==> src/rtl/lps_pkg.sv <==
package lps_pkg;

    typedef enum logic [3:0] {
        ST_IDLE,
        ST_FORCE,
        ST_DROP,
        ST_PWRDN,
        ST_PHYUP,
        ST_CLKSET,
        ST_EPON,
        ST_EPOFF,
        ST_RELSET,
        ST_DONE
    } seq_st_e;

    typedef struct packed {
        seq_st_e st;
        logic    shut;
        logic    force_det;
        logic    train;
        logic    swrst;
        logic    pd;
        logic    refclk;
        logic    ep_act;
        logic    done;
    } seq_regs_t;

endpackage

==> src/rtl/lps_timer.sv <==
module lps_timer #(
    parameter int W = 8
) (
    input  logic         clk_i,
    input  logic         rst_ni,
    input  logic         load_i,
    input  logic [W-1:0] val_i,
    output logic         zero_o
);
    logic [W-1:0] cnt_d, cnt_q;

    always_comb begin
        cnt_d = cnt_q;
        if (load_i) begin
            cnt_d = val_i;
        end else if (cnt_q != '0) begin
            cnt_d = cnt_q - 1'b1;
        end
    end

    always_ff @(posedge clk_i or negedge rst_ni) begin
        if (!rst_ni) cnt_q <= '0;
        else         cnt_q <= cnt_d;
    end

    assign zero_o = (cnt_q == '0);
endmodule

==> src/rtl/lps_ep_pin.sv <==
module lps_ep_pin (
    input  logic act_i,
    input  logic pol_i,
    output logic pin_o
);
    // Active level follows pol_i; inactive level is its complement.
    assign pin_o = pol_i ? act_i : ~act_i;
endmodule

==> src/rtl/lps_fsm.sv <==
module lps_fsm
    import lps_pkg::*;
#(
    parameter int W          = 8,
    parameter int PHYUP_CYC  = 4,
    parameter int CLKSET_CYC = 4,
    parameter int EPRST_CYC  = 4,
    parameter int RELSET_CYC = 4
) (
    input  logic         clk_i,
    input  logic         rst_ni,
    input  logic         start_i,
    input  logic         shutdown_i,
    input  logic         refclk_on_i,
    input  logic         train_on_i,
    input  logic         tmr_zero_i,
    output logic         tmr_load_o,
    output logic [W-1:0] tmr_val_o,
    output seq_regs_t    regs_o
);
    localparam logic [W-1:0] PHYUP_LD  = W'(PHYUP_CYC - 1);
    localparam logic [W-1:0] CLKSET_LD = W'(CLKSET_CYC - 1);
    localparam logic [W-1:0] EPRST_LD  = W'(EPRST_CYC - 1);
    localparam logic [W-1:0] RELSET_LD = W'(RELSET_CYC - 1);

    seq_regs_t seq_d, seq_q;

    always_comb begin
        seq_d           = seq_q;
        seq_d.force_det = 1'b0;
        tmr_load_o      = 1'b0;
        tmr_val_o       = '0;
        unique case (seq_q.st)
            ST_IDLE, ST_DONE: begin
                if (shutdown_i || start_i) begin
                    seq_d.shut = shutdown_i;
                    seq_d.done = 1'b0;
                    if (refclk_on_i && train_on_i) begin
                        seq_d.st        = ST_FORCE;
                        seq_d.force_det = 1'b1;
                    end else begin
                        seq_d.st    = ST_DROP;
                        seq_d.train = 1'b0;
                        seq_d.swrst = 1'b1;
                    end
                end
            end
            ST_FORCE: begin
                seq_d.st    = ST_DROP;
                seq_d.train = 1'b0;
                seq_d.swrst = 1'b1;
            end
            ST_DROP: begin
                seq_d.st     = ST_PWRDN;
                seq_d.pd     = 1'b1;
                seq_d.refclk = 1'b0;
            end
            ST_PWRDN: begin
                if (seq_q.shut) begin
                    seq_d.st = ST_IDLE;
                end else begin
                    seq_d.st   = ST_PHYUP;
                    seq_d.pd   = 1'b0;
                    tmr_load_o = 1'b1;
                    tmr_val_o  = PHYUP_LD;
                end
            end
            ST_PHYUP: begin
                if (tmr_zero_i) begin
                    seq_d.st     = ST_CLKSET;
                    seq_d.refclk = 1'b1;
                    tmr_load_o   = 1'b1;
                    tmr_val_o    = CLKSET_LD;
                end
            end
            ST_CLKSET: begin
                if (tmr_zero_i) begin
                    seq_d.st     = ST_EPON;
                    seq_d.ep_act = 1'b1;
                    tmr_load_o   = 1'b1;
                    tmr_val_o    = EPRST_LD;
                end
            end
            ST_EPON: begin
                if (tmr_zero_i) begin
                    seq_d.st     = ST_EPOFF;
                    seq_d.ep_act = 1'b0;
                end
            end
            ST_EPOFF: begin
                seq_d.st    = ST_RELSET;
                seq_d.swrst = 1'b0;
                tmr_load_o  = 1'b1;
                tmr_val_o   = RELSET_LD;
            end
            ST_RELSET: begin
                if (tmr_zero_i) begin
                    seq_d.st    = ST_DONE;
                    seq_d.done  = 1'b1;
                    seq_d.train = 1'b1;
                end
            end
            default: seq_d.st = ST_IDLE;
        endcase
    end

    always_ff @(posedge clk_i or negedge rst_ni) begin
        if (!rst_ni) begin
            seq_q <= '{st: ST_IDLE, shut: 1'b0, force_det: 1'b0, train: 1'b0,
                       swrst: 1'b1, pd: 1'b1, refclk: 1'b0, ep_act: 1'b0,
                       done: 1'b0};
        end else begin
            seq_q <= seq_d;
        end
    end

    assign regs_o = seq_q;
endmodule

==> src/rtl/lnk_pwrseq.sv <==
module lnk_pwrseq
    import lps_pkg::*;
#(
    parameter int PHYUP_CYC  = 1000,
    parameter int CLKSET_CYC = 30000,
    parameter int EPRST_CYC  = 10000,
    parameter int RELSET_CYC = 30000
) (
    input  logic clk_i,
    input  logic rst_ni,
    input  logic start_i,
    input  logic shutdown_i,
    input  logic refclk_on_i,
    input  logic train_on_i,
    input  logic ep_pol_i,
    output logic phy_pd_o,
    output logic refclk_en_o,
    output logic train_en_o,
    output logic ctl_rst_o,
    output logic ep_rst_o,
    output logic force_detect_o,
    output logic busy_o,
    output logic done_o
);
    localparam int MAX_A = (PHYUP_CYC > CLKSET_CYC) ? PHYUP_CYC : CLKSET_CYC;
    localparam int MAX_B = (EPRST_CYC > RELSET_CYC) ? EPRST_CYC : RELSET_CYC;
    localparam int MAX_D = (MAX_A > MAX_B) ? MAX_A : MAX_B;
    localparam int TW    = $clog2(MAX_D + 1);

    logic          tmr_load, tmr_zero;
    logic [TW-1:0] tmr_val;
    seq_regs_t     regs;

    lps_fsm #(
        .W(TW), .PHYUP_CYC(PHYUP_CYC), .CLKSET_CYC(CLKSET_CYC),
        .EPRST_CYC(EPRST_CYC), .RELSET_CYC(RELSET_CYC)
    ) u_fsm (
        .clk_i(clk_i), .rst_ni(rst_ni), .start_i(start_i),
        .shutdown_i(shutdown_i), .refclk_on_i(refclk_on_i),
        .train_on_i(train_on_i), .tmr_zero_i(tmr_zero),
        .tmr_load_o(tmr_load), .tmr_val_o(tmr_val), .regs_o(regs)
    );

    lps_timer #(.W(TW)) u_tmr (
        .clk_i(clk_i), .rst_ni(rst_ni), .load_i(tmr_load),
        .val_i(tmr_val), .zero_o(tmr_zero)
    );

    lps_ep_pin u_pin (
        .act_i(regs.ep_act), .pol_i(ep_pol_i), .pin_o(ep_rst_o)
    );

    assign phy_pd_o       = regs.pd;
    assign refclk_en_o    = regs.refclk;
    assign train_en_o     = regs.train;
    assign ctl_rst_o      = regs.swrst;
    assign force_detect_o = regs.force_det;
    assign done_o         = regs.done;
    assign busy_o         = (regs.st != ST_IDLE) && (regs.st != ST_DONE);
endmodule

==> config.mk <==
export PLATFORM = sky130hd
export DESIGN_NAME = lnk_pwrseq
export DESIGN_NICKNAME = d
export VERILOG_FILES = /design/src/rtl/lps_pkg.sv /design/src/rtl/lps_timer.sv /design/src/rtl/lps_ep_pin.sv /design/src/rtl/lps_fsm.sv /design/src/rtl/lnk_pwrseq.sv
export SDC_FILE = /design/constraint.sdc
export NUM_CORES = 1
export LEC_CHECK = 0
export ABC_AREA = 0
export BUFFER_PORTS_ARGS = -buffer_cell sky130_fd_sc_hd__buf_2
export CORE_UTILIZATION = 60
export CTS_BUF_LIST = sky130_fd_sc_hd__clkbuf_8
export DETAILED_ROUTE_END_ITERATION = 8
export HOLD_SLACK_MARGIN = 0.08
export PLACE_DENSITY = 0.81
export SLEW_MARGIN = 10
export SYNTH_ARGS = -nofsm -noshare
export SYNTH_HDL_FRONTEND = slang
export SYNTH_SLANG_ARGS = --single-unit
export TNS_END_PERCENT = 30
==> constraint.sdc <==
create_clock -name clk_i -period 4.48 [get_ports clk_i]
set_input_delay 0.448 -clock clk_i [delete_from_list [all_inputs] [get_ports clk_i]]
set_output_delay 0.448 -clock clk_i [all_outputs]
set_load 0.02 [all_outputs]
# [Word-level counts from Yosys, hierarchy flattened]
# Cells that the tools add are included.
[totals] elab_cells=84 output_inout_bits=8 input_bits=7 regBits=27
[op_classes] bitwise_logic=1 add_sub_neg=1 n_eq_ne=17 n_reduce_logical=24 muxes=31
[op_table] op="one-hot mux 15 bit (4 select lines)" n=1
[op_table] op="two-way mux 15 bit" n=3
[op_table] op="one-hot mux 4 bit (9 select lines)" n=1
[op_table] op="equality test 4 x 3 -> 1 bit (second input constant)" n=4
[op_table] op="two-way mux 4 bit" n=4
[op_table] op="logical NOT 15 bit" n=1
[op_table] op="nonzero test 15 bit" n=1
[op_table] op="subtractor 15 x 1 -> 15 bit (second input constant)" n=1
[op_table] op="two-way mux 14 bit" n=1
[op_table] op="inequality test 2 bit (second input constant)" n=6
[op_table] op="two-way mux 10 bit" n=1
[op_table] op="nonzero test 2 bit" n=5
[op_table] op="two-way mux 1 bit" n=9
[op_table] op="one-hot mux 1 bit (3 select lines)" n=3
[op_table] op="AND reduction 3 bit" n=3
[op_table] op="equality test 4 x 2 -> 1 bit (second input constant)" n=2
[op_table] op="equality test 4 bit (second input constant)" n=2
[op_table] op="two-way mux 8 bit" n=1
[op_table] op="one-hot mux 1 bit (2 select lines)" n=4
[op_table] op="AND reduction 2 bit" n=3
[op_table] op="nonzero test 3 bit" n=2
[op_table] op="AND reduction 5 bit" n=1
[op_table] op="equality test 4 x 1 -> 1 bit (second input constant)" n=1
[op_table] op="logical NOT 4 bit" n=1
[op_table] op="10 further kinds" n=13

# [Longest topological paths before layout]
[depth] depth_word=4 mapped_depth=9 ltp_nobuf=7

# [By module]
# A second synthesis with hierarchy kept.
[hier_totals] hier_cells=177 area_unflattened_um2=1640.3
[modules_own_cells] module="lps_timer" cells_each=79 area_each_um2=829.5 n_inst=1 seq_area_each_um2=375.4
[modules_own_cells] module="lps_fsm" cells_each=95 area_each_um2=787.0 n_inst=1 seq_area_each_um2=302.8
[modules_own_cells] module="lnk_pwrseq" cells_each=2 area_each_um2=15.0 n_inst=1 seq_area_each_um2=0.0
[modules_own_cells] module="lps_ep_pin" cells_each=1 area_each_um2=8.8 n_inst=1 seq_area_each_um2=0.0

# [Worst setup path after synthesis]
# OpenSTA, ideal clock, no wires.
[synth_timing] path_kind="register -> register" from="register u_tmr.cnt_q[7]" to="register u_tmr.cnt_q[9]" stages_incl_launch_ff=7 setup_slack_ns=2.362 synth_period_minus_slack_ns=2.118 path_buffers=2 setup_ns=0.120 arrival_ns=1.998 t_required_ns=4.360 cell_sequence="dfrtp_1 > or4_4 > or4_1 > buf_2 > buf_6 > nand3b_1 > o211a_1"
[synth_via] elab_chain_len=4 elab_cells_between_ends=10 classes_between="add/sub: 1; mux: 6; reduce/logical: 3"
[synth_rtl] element="start, declared" line="lps_timer.sv:10" text="logic [W-1:0] cnt_d, cnt_q;"
[synth_rtl] element="start signal, assigned" line="lps_timer.sv:23" text="else cnt_q <= cnt_d;"
[synth_rtl] element="parallel branches: the longest is 4 deep, another holds subtractor 15 x 1 -> 15 bit"
# Several ways; the timed one is not identified. The select of a mux whose other input is x is not followed.
# A chain may end at the register's enable or synchronous reset.

# [Worst setup path in the final report]
[layout_timing] from="register u_tmr.cnt_q[3]" to="register u_tmr.cnt_q[14]"
[layout_via] elab_chain_len=4 elab_cells_between_ends=10 classes_between="add/sub: 1; mux: 6; reduce/logical: 3"
[layout_rtl] element="parallel branches: the longest is 4 deep, another holds subtractor 15 x 1 -> 15 bit"
# Several ways; the timed one is not identified. The select of a mux whose other input is x is not followed.

==> impl_metrics.tcl <==
set metrics [dict create \
    ctsResizeCount 0 \
    grt_util_met1 0.3961 \
    yosys-top-cells-area "dfrtp_1 39%, o21ai_0 5.0%, xor2_1 3.9%" \
    diodes 0 \
    intPower_uw 607.3 \
    clockRootBuffer "clkbuf_8" \
    vias 1337 \
    syn-instance-count 168 \
    drive_gt1_frac 0.1667 \
    busiest_layer "met2" \
    netlist_area_mm2 0.001587 \
    cts.clk_slew.worst_paths_ns 0.10 \
    finalPower_uw 1096 \
    p_per_area_mw_per_mm2 642.9 \
    yosys.cell_types.count 47 \
    cp.arrival_ns 2.56 \
    clkPwrFrac 0.128 \
    postCtsSetupBuffers 0 \
    synth_fp_nets 177 \
    grt_pass1_vias 1203 \
    yosysSeqAreaShare 0.4274 \
    clockBufferDepth 2 \
    hold_viol_final 0 \
    final_common_cell "dfrtp_1" \
    routed_wl_um 3449 \
    r2r_setup_slack_ns 2.07 \
    slew_headroom 0.5495 \
    synth_seq_cells 27 \
    cts_tree "built" \
    setup_viol 0 \
    final_cell_mix "25 x dfrtp_1, 16 x nor2_1, 16 x o21ai_0" \
    drtIter0Drc 50 \
    utilization 0.6879 \
    initial_core_util 0.6404 \
    worstPathMaxFanout 14 \
    cap_violations 0 \
    gr-usage-met2 0.4208 \
    multi_input_area_um2 857.1 \
    worstMarginPinSlew_ns 0.6695 \
    p_seq_frac 0.452 \
    nNetsFinal 190 \
    die-area_mm2 0.002854 \
    irDropWorstVdd_mv 0.4371 \
    postRouteAntennaNets 0 \
    antenna_found_initial 0 \
    hold_class "in2async" \
    firstDrtPassIters 4 \
    synth_flop_cell "dfrtp_1" \
    hpwlAfterDp_um 2457 \
    wire_per_inst_um 16.42 \
    netSwitchingPower_uw 488.2 \
    clk_latency_ns 0.28 \
    timing.setup.tns_ns 0 \
    drc 0 \
    post-place-ws_ns 2.122 \
    numCtsBuffers 3 \
    dieHeight_um 53.42 \
    grt_max_degree 28 \
    grt_pass1_wl_um 5692 \
    post-route-period-util 0.5386 \
    yosys.area.top_type_share 0.3943 \
    yosys_warnings 0 \
    final.min_clock_period_ns 2.413 \
    cp-end-kind "flop" \
    cts.sinks 27 \
    swShare 0.4457 \
    synth-edff-count 0 \
    grt.total_usage 0.2832 \
    cts_hold_buffers 0 \
    yosysTopAreaCell "dfrtp_1" \
    maxSlewViolCount 0 \
    gp_congestion 0.8584 \
    avgSynthCellArea_um2 9.444 \
    fin_ws_ns 2.067 \
    synth-async-reset-ratio 1.000 \
    leakage_uw 0.0006893 \
    use_met3 0.03161 \
    fillers 219 \
    whs_ns 0.1689 \
    fin_skew_ns 0.009175 \
    area_growth_pct 7.413 \
    ios 15 \
    dieWidth_um 53.42 \
    core_mm2 0.002477 \
    cp-start-kind "flop" \
    row_count 18 \
    cts.htree.levels 1 \
    fmax_mhz 414.4 \
    post_drt_via_cell_ratio 6.367 \
    grt_setup_unrepaired "false" \
    reg2reg_depth 5 \
    cp.required_ns 4.63 \
    combPwrFrac 0.420 \
    criticalPathCategory "reg2reg" \
    grt-ovfl-total 0 \
    seqCellArea_um2 678.2 \
    portBuffers 14 \
    outcome "finished, final reports clean" \
]
-- flip-flops by register name (all words and copies together) (netlist names) --
name / cells
u_fsm.regs_o: 12
u_tmr.cnt_q: 15
-- layer usage --
metal | share of wire | wire, µm
met4 | 0.026 | 91
met3 | 0.040 | 137
met1 | 0.46 | 1570
met5 | 0 | 0
met2 | 0.48 | 1650
-- power by group through the flow --
| stage | clock network, µW | logic (µW) | registers [µW] |
|---|---|---|---|
| after floorplan | 0 | 371 | 454 |
| after global placement | 0 | 442 | 487 |
| after detailed placement | 0 | 452 | 493 |
| after CTS | 140 | 456 | 491 |
| after global routing | 153 | 515 | 511 |
| final | 140 | 460 | 496 |
-- cell usage after synthesis (2+ instances only) --
library cell,number
nor2_1,16
nor3b_1,2
or4_1,2
dfstp_2,2
nor4b_1,2
buf_2,2
ha_1,2
nand2_1,13
o2bb2ai_1,2
nor4_1,2
inv_1,4
xnor2_1,6
o31ai_1,3
a21oi_1,8
a31oi_1,3
nand3b_1,3
xor2_1,7
a22o_1,2
dfrtp_1,25
and3_1,2
nand2b_1,5
o21ai_0,16
o21a_1,3
nand4_1,2
clkbuf_1,2
nand3_1,6
or4_4,2
nor3_1,5
-- stage by stage --
step,instances,cell area [µm²]
2_1_floorplan,168,1587
3_3_place_gp,206,1658
3_5_place_dp,206,1658
4_1_cts,210,1704
5_1_grt,210,1704
6_report,210,1704
-- worst paths after layout --
kind	start	to
max	u_tmr.cnt_q[3]	u_tmr.cnt_q[14]
min	rst_ni	u_tmr.cnt_q[11]
max reg2reg	u_tmr.cnt_q[3]	u_tmr.cnt_q[14]
min reg2reg	u_fsm.regs_o[4]	u_fsm.regs_o[4]
max in group asynchronous	rst_ni	u_fsm.regs_o[5]
min in group clk_i	refclk_on_i	u_fsm.regs_o[6]
-- worst max-delay path: stages (launching register included) --
cell and delay [ns]:
dfrtp_1 0.45, or4_4 0.57, or4_1 0.79, nand2_1 0.25, o21a_1 0.15, o31ai_1 0.07
-- cell families after synthesis --
family                   share of synthesized area
AND/OR/NAND/NOR                             0.2555
AO/OA/AOI/OAI                               0.1838
flip-flops                                  0.4274
XOR/XNOR                                   0.07177
buffers and inverters                      0.03233
multiplexers                               0.01341
adder cells (fa/ha/maj)                    0.01577
-- cell type report --
| cell class | instances | share of cell area |
|---|---|---|
| sequential | 27 | 0.3979 |
| multi-input combinational | 131 | 0.5029 |
| inverter | 4 | 0.008811 |
| clock buffer | 3 | 0.02423 |
| tap | 30 | 0.02203 |
| clock inverter | 1 | 0.002937 |
| timing repair buffer | 14 | 0.04112 |
Note: power is estimated with default switching activity, not from simulation.
